$ cat src/rtl/acc_rr_pkg.sv
package acc_rr_pkg;
  localparam int unsigned OP_W = 12;

  // bit position within the operand field; the position is the decode
  typedef enum int unsigned {
    B_HALT    = 0,
    B_SKP_EZ  = 1,
    B_SKP_AZ  = 2,
    B_SKP_NEG = 3,
    B_SKP_POS = 4,
    B_INC     = 5,
    B_ROL     = 6,
    B_ROR     = 7,
    B_INV_E   = 8,
    B_INV_A   = 9,
    B_CLR_E   = 10,
    B_CLR_A   = 11
  } op_bit_e;

  localparam int unsigned N_SKIP = 4;
endpackage

$ cat src/rtl/acc_rr_alu.sv
module acc_rr_alu
  import acc_rr_pkg::*;
#(
  parameter int unsigned DATA_W = 16
) (
  input  logic [OP_W-1:0]   op_i,
  input  logic [DATA_W-1:0] ac_i,
  input  logic              e_i,
  output logic [DATA_W-1:0] ac_o,
  output logic              e_o
);
  localparam int unsigned MSB = DATA_W - 1;

  always_comb begin
    ac_o = ac_i;
    e_o  = e_i;
    // one-hot field assumed; ladder order only matters for illegal fields
    if (op_i[B_CLR_A]) begin
      ac_o = '0;
    end else if (op_i[B_CLR_E]) begin
      e_o = 1'b0;
    end else if (op_i[B_INV_A]) begin
      ac_o = ~ac_i;
    end else if (op_i[B_INV_E]) begin
      e_o = ~e_i;
    end else if (op_i[B_ROR]) begin
      ac_o = {e_i, ac_i[MSB:1]};
      e_o  = ac_i[0];
    end else if (op_i[B_ROL]) begin
      ac_o = {ac_i[MSB-1:0], e_i};
      e_o  = ac_i[MSB];
    end else if (op_i[B_INC]) begin
      ac_o = ac_i + DATA_W'(1);
    end
  end
endmodule

$ cat src/rtl/acc_rr_skip.sv
module acc_rr_skip
  import acc_rr_pkg::*;
#(
  parameter int unsigned DATA_W = 16
) (
  input  logic              exec_i,
  input  logic [OP_W-1:0]   op_i,
  input  logic [DATA_W-1:0] ac_i,
  input  logic              e_i,
  output logic              skip_o
);
  logic [N_SKIP-1:0] cond;
  logic [N_SKIP-1:0] hit;

  assign cond[B_SKP_EZ-1]  = ~e_i;
  assign cond[B_SKP_AZ-1]  = ~|ac_i;
  assign cond[B_SKP_NEG-1] = ac_i[DATA_W-1];
  assign cond[B_SKP_POS-1] = ~ac_i[DATA_W-1];

  for (genvar g = 0; g < N_SKIP; g++) begin : g_skip
    assign hit[g] = op_i[g+1] & cond[g];
  end

  assign skip_o = exec_i & |hit;
endmodule

$ cat src/rtl/acc_regref_unit.sv
module acc_regref_unit
  import acc_rr_pkg::*;
#(
  parameter int unsigned DATA_W = 16
) (
  input  logic              clk_i,
  input  logic              rst_ni,
  input  logic              exec_i,
  input  logic [OP_W-1:0]   op_field_i,
  output logic [DATA_W-1:0] ac_o,
  output logic              e_o,
  output logic              skip_o,
  output logic              halt_o,
  output logic              seq_clr_o
);
  logic [DATA_W-1:0] ac_q, ac_d;
  logic              e_q, e_d;

  acc_rr_alu #(.DATA_W(DATA_W)) i_alu (
    .op_i (op_field_i),
    .ac_i (ac_q),
    .e_i  (e_q),
    .ac_o (ac_d),
    .e_o  (e_d)
  );

  acc_rr_skip #(.DATA_W(DATA_W)) i_skip (
    .exec_i (exec_i),
    .op_i   (op_field_i),
    .ac_i   (ac_q),
    .e_i    (e_q),
    .skip_o (skip_o)
  );

  always_ff @(posedge clk_i or negedge rst_ni) begin
    if (!rst_ni) begin
      ac_q <= '0;
      e_q  <= 1'b0;
    end else if (exec_i) begin
      ac_q <= ac_d;
      e_q  <= e_d;
    end
  end

  assign halt_o    = exec_i & op_field_i[B_HALT];
  assign seq_clr_o = exec_i;
  assign ac_o      = ac_q;
  assign e_o       = e_q;
endmodule

$ cat config.mk
export PLATFORM = sky130hd
export DESIGN_NAME = acc_regref_unit
export DESIGN_NICKNAME = d
export VERILOG_FILES = /design/src/rtl/acc_rr_pkg.sv /design/src/rtl/acc_rr_alu.sv /design/src/rtl/acc_rr_skip.sv /design/src/rtl/acc_regref_unit.sv
export SDC_FILE = /design/constraint.sdc
export NUM_CORES = 1
export LEC_CHECK = 0
export BUFFER_PORTS_ARGS = -buffer_cell sky130_fd_sc_hd__buf_2
export CAP_MARGIN = 10
export CORE_UTILIZATION = 45
export DETAILED_ROUTE_END_ITERATION = 7
export PLACE_DENSITY = 0.65
export RECOVER_POWER = 50
export SYNTH_ARGS = -nofsm -noshare
export SYNTH_HDL_FRONTEND = slang
export SYNTH_SLANG_ARGS = --single-unit
$ cat constraint.sdc
create_clock -name clk_i -period 3.5 [get_ports clk_i]
set_input_delay 0.7 -clock clk_i [delete_from_list [all_inputs] [get_ports clk_i]]
set_output_delay 0.7 -clock clk_i [all_outputs]
set_load 0.05 [all_outputs]
## Word level (Yosys, flattened, before mapping)

Index checks and enable logic that the tools add are counted.

| word-level totals | value |
|---|---|
| register bits | 17 |
| latch bits | 0 |
| bits in writable memories | 0 |
| ROM bits | 0 |
| output and inout bits | 20 |
| logic and storage cells | 35 |
| memories | 0 |

| operators by class | value |
|---|---|
| add/subtract/negate cells | 1 |
| $mul | 0 |
| div/mod/pow operators | 0 |
| $lt $le $gt $ge | 0 |
| equality and inequality tests | 3 |
| shifts and indexed selects | 0 |
| multiplexer cells | 12 |
| bitwise gates (word level) | 10 |
| reductions and logical operators | 7 |

Operator list:

| operator | count |
|---|---|
| 2-to-1 mux 16 bit | 7 |
| adder 16 x 1 -> 16 bit (second input constant) | 1 |
| inverter 16 bit | 1 |
| OR reduction 16 bit | 1 |
| AND reduction 4 bit | 2 |
| bitwise AND 1 bit | 6 |
| 2-to-1 mux 1 bit | 5 |
| nonzero test 5 bit | 1 |
| inequality test 2 x 1 -> 1 bit (second input constant) | 2 |
| nonzero test 4 bit | 1 |
| OR reduction 4 bit | 1 |
| inequality test 3 x 1 -> 1 bit (second input constant) | 1 |
| inverter 1 bit | 3 |
| logical NOT 1 bit | 1 |

## Longest topological paths before layout

| depth | value |
|---|---|
| word-level depth | 8 |
| depth in mapped cells | 7 |
| gate-level depth less buffers | 7 |

## By module

A second synthesis with hierarchy kept.

| unflattened totals | value |
|---|---|
| cell total of the unflattened synthesis | 280 |
| area, all modules | 2148.3 um^2 |

By module, submodules not included:

| module | instances | cells an instance | area each (um^2) | seq. area each (um^2) |
|---|---|---|---|---|
| acc_rr_alu | 1 | 233 | 1373.8 | 0.0 |
| acc_regref_unit | 1 | 38 | 696.9 | 425.4 |
| acc_rr_skip | 1 | 9 | 77.6 | 0.0 |

## Worst setup path before layout

Ideal clock, no wire load.

| timing path | value |
|---|---|
| path type | reg2out |
| start | reg ac_q[11], in the netlist ac_o[11] |
| end | out skip_o |
| data arrival time | 2070 ps |
| required time | 2800 ps |
| path slack | 730 ps |
| stages on the path, launching flop included | 7 |
| path through | dfrtp_1 > clkbuf_1 > nor4b_1 > a41oi_1 > nor2_1 > a221oi_1 > nor2_1 |

| on the way | value |
|---|---|
| longest elaborated chain between the ends | 5 |

RTL lines:

| what | line | RTL |
|---|---|---|
| from (decl) | acc_regref_unit.sv:16 | `logic [DATA_W-1:0] ac_q, ac_d;` |
| from (signal assigned) | acc_regref_unit.sv:37 | `ac_q <= '0;` |
| from (signal assigned) | acc_regref_unit.sv:40 | `ac_q <= ac_d;` |
| OR reduction 16 bit | acc_rr_skip.sv:16 | `assign cond[B_SKP_AZ-1] = ~\|ac_i;` |
| logical NOT 1 bit | acc_rr_skip.sv:16 |  |
| bitwise AND 1 bit | acc_rr_skip.sv:21 | `assign hit[g] = op_i[g+1] & cond[g];` |
| OR reduction 4 bit | acc_rr_skip.sv:24 | `assign skip_o = exec_i & \|hit;` |
| bitwise AND 1 bit | acc_rr_skip.sv:24 |  |
| to (decl) | acc_regref_unit.sv:12 | `output logic skip_o,` |

No other way between the ends.

## Worst setup path in the final report

Same ends and word-level chain as after synthesis.

==> results.py <==
metrics = {
    "outcome": {
        "status": "finished clean",
    },
    "placement": {
        "place.gp.congestion": 0.888,
        "port_buffers": 34,
        "dp_hpwl_mm": 3.43,
        "placed_cells": 288,
    },
    "cts": {
        "cts_setup_buffers": 0,
        "cts.sinks": 17,
        "cts_buffers": 3,
        "cts_buffer_depth": 2,
        "clockRootBuffer": "clkbuf_8",
        "path_clk_slew_ps": 80,
        "post_cts_resize_count": 0,
        "htreeDepth": 1,
        "cts_tree": "built",
        "clock_latency_ps": 260,
        "hold_buffers": 0,
    },
    "flow_run": {
        "maxCapViolCount": 0,
    },
    "sta": {
        "post-route-period-util_pct": 76.4,
        "maxSlewHeadroom_pct": 35.3,
        "drv_slew": 0,
        "finalSetupViolCount": 0,
        "rsz0062_at_grt": "no",
        "fmax_ghz": 0.374,
        "skew_ps": 5.45,
        "worst_slew_pin_slew_ps": 970,
        "hold_viol_final": 0,
        "fin_crit_ps": 2670,
        "fin_tns_setup_ps": 0,
    },
    "yosys": {
        "netlist.top_cell.by_area": "dfrtp_1",
        "synth_common_cells": "nand2_1, dfrtp_1, a21oi_1, nor2_1, o21ai_0",
        "synth.cell_area_um2": 1750,
        "yosysMostFrequentCell": "nand2_1",
        "ys_seq_elements": 17,
        "synthCells": 230,
        "synth_flop_cell": "dfrtp_1",
        "synth_top_area_share_pct": 24.4,
        "ys_top_cells_by_area": "dfrtp_1, a21oi_1, nand2_1",
        "yosys_warnings": 0,
        "syn_area_per_cell_um2": 7.59,
        "syn-num-nets": 247,
        "synth_edf_count": 0,
        "async_reset_ff_share_pct": 100,
        "ys_types": 58,
        "seq_area_frac_synth_pct": 24.4,
    },
    "worst_setup_path": {
        "path_depth": 6,
        "crit_path_end": "skip_o",
        "r2r_end": "ac_o[12]$_DFFE_PN0P_",
        "end_kind": "output port",
        "cpPeakStageDelay_ps": 520,
        "critical_path.startpoint": "ac_o[11]$_DFFE_PN0P_",
        "r2r_slack_ps": 1550,
        "crit_chain": "nor4b_1 -> a41oi_1 -> nor2_1 -> a221oi_1 -> nor2_1 -> buf_2",
        "required_ps": 2800,
        "cp-start-kind": "register",
        "critPathArrivalTime_ps": 1970,
        "path_delay_family": "simple AND/OR/NAND/NOR gates",
        "cp_num_buf_inv": 1,
        "crit_fanout": 12,
        "timing.rr.start": "ac_o[0]$_DFFE_PN0P_",
        "crit_type": "reg2out",
        "reg2reg_depth": 6,
        "critPathMostFrequentCell": "nor2_1",
        "slowest_stage": "dfrtp_1",
    },
    "drt": {
        "avgViaCountPerCell": 6.27,
        "first_pass_iters": 4,
        "via_count": 1830,
        "drt_iter0_markers": 151,
        "ant_nets": 0,
        "wl_per_cell_um": 16.8,
        "drc": 0,
        "routed_wl_mm": 4.90,
    },
    "floorplan": {
        "core_area_um2": 3690,
        "fp-row-count": 22,
        "fp.dieH_um": 64.3,
        "start_util_pct": 47.3,
        "die-area_um2": 4130,
        "io_pins": 35,
        "fp.dieW_um": 64.3,
    },
    "final_layout": {
        "stdcell_count": 292,
        "drive_gt1_share_pct": 15.2,
        "antenna_cells": 0,
        "final_net_count": 262,
        "area_growth_pct": 8.75,
    },
    "power_and_ir_drop": {
        "ir_drop_mv": 0.238,
        "comb_power_share_pct": 45.7,
        "power_density_nw_per_um2": 472,
        "switching_share_pct": 51.3,
        "p_clk_share_pct": 17.4,
        "power.leakage_uw": 0.000764,
        "p_int_uw": 436,
        "p_sw_uw": 459,
        "seqPwrFrac_pct": 36.9,
    },
    "global_route": {
        "grt_usage_pct": 26.5,
        "grt_max_degree": 29,
        "gr-total-overflow": 0,
        "grt_pass1_wl_mm": 8.56,
        "antenna_found_initial": 0,
        "grt_pass1_vias": 1658,
    },
    "worst_hold_path": {
        "holdCritPathClass": "in2async",
    },
}
==> per-layer routing <==
| metal | GRT usage (%) | part of all wire, % | vias up |
|---|---|---|---|
| li1 | - | - | 892 |
| met4 | 7.22 | 0.65 | 0 |
| met5 | 0 | 0 | - |
| met2 | 39.7 | 46 | 72 |
| met1 | 39.2 | 47 | 862 |
| met3 | 3.57 | 6.0 | 4 |
==> logic make-up after synthesis <==
logic type,synth area share (%)
mux,4.01
flops,24.4
compound gates,34.1
xor+xnor,1.51
simple gates,25.2
buf+inv,9.32
fa+ha+maj,1.43
==> layout by cell type, fill, tap and decap left out, types with 4 or more instances in the layout <==
cell	n
nor2_1	15
a21oi_1	15
o21ai_0	14
mux2i_1	7
buf_2	23
and2_1	4
o31ai_1	6
a22oi_1	7
a221oi_1	4
nand2_1	20
a31oi_1	4
dfrtp_1	17
o21ai_1	6
clkbuf_1	11
inv_1	8
nand3_1	12
a311oi_1	4
==> power groups by stage <==
| stage | combinational, µW | sequential, µW | clock (µW) |
|---|---|---|---|
| 2_1_floorplan | 234 | 414 | 0 |
| 3_3_place_gp | 414 | 332 | 0 |
| 3_5_place_dp | 415 | 332 | 0 |
| 4_1_cts | 417 | 328 | 164 |
| 5_1_grt | 446 | 342 | 172 |
| 6_report | 409 | 330 | 156 |
==> through the flow <==
stage               total power [µW]  hold slack, ps  utilization, %  worst slack [ps]  area (µm²)
floorplan                        648             404               -               730        1750
global placement                 746             579            50.6               909        1870
detailed placement               747             583            50.6               911        1870
CTS                              909             374            51.8               828        1910
global route                     960             643            51.5               670        1900
finish                           896             568            51.5               825        1900
==> sequential cells by signal, summed over array words and instances (netlist names) <==
register,cells
ac_o,16
e_o,1
==> worst min-delay path by stage <==
stage	start	slack, ps	end
after floorplan	rst_ni	400	ac_o[0]$_DFFE_PN0P_
after global placement	ac_o[15]$_DFFE_PN0P_	580	ac_o[15]$_DFFE_PN0P_
after detailed placement	ac_o[15]$_DFFE_PN0P_	580	ac_o[15]$_DFFE_PN0P_
after CTS	rst_ni	370	ac_o[6]$_DFFE_PN0P_
after global routing	ac_o[15]$_DFFE_PN0P_	640	ac_o[15]$_DFFE_PN0P_
final	rst_ni	570	ac_o[6]$_DFFE_PN0P_
==> layout make-up <==
class | instances | area, µm²
clock buffer | 3 | 41.3
clock inverter | 1 | 5.00
fill | 388 | 1790
inverter | 10 | 37.5
multi-input combinational | 177 | 1160
sequential | 17 | 425
tap | 48 | 60.1
timing repair buffer | 36 | 171
No activity file was read; power rests on OpenSTA's default activity.
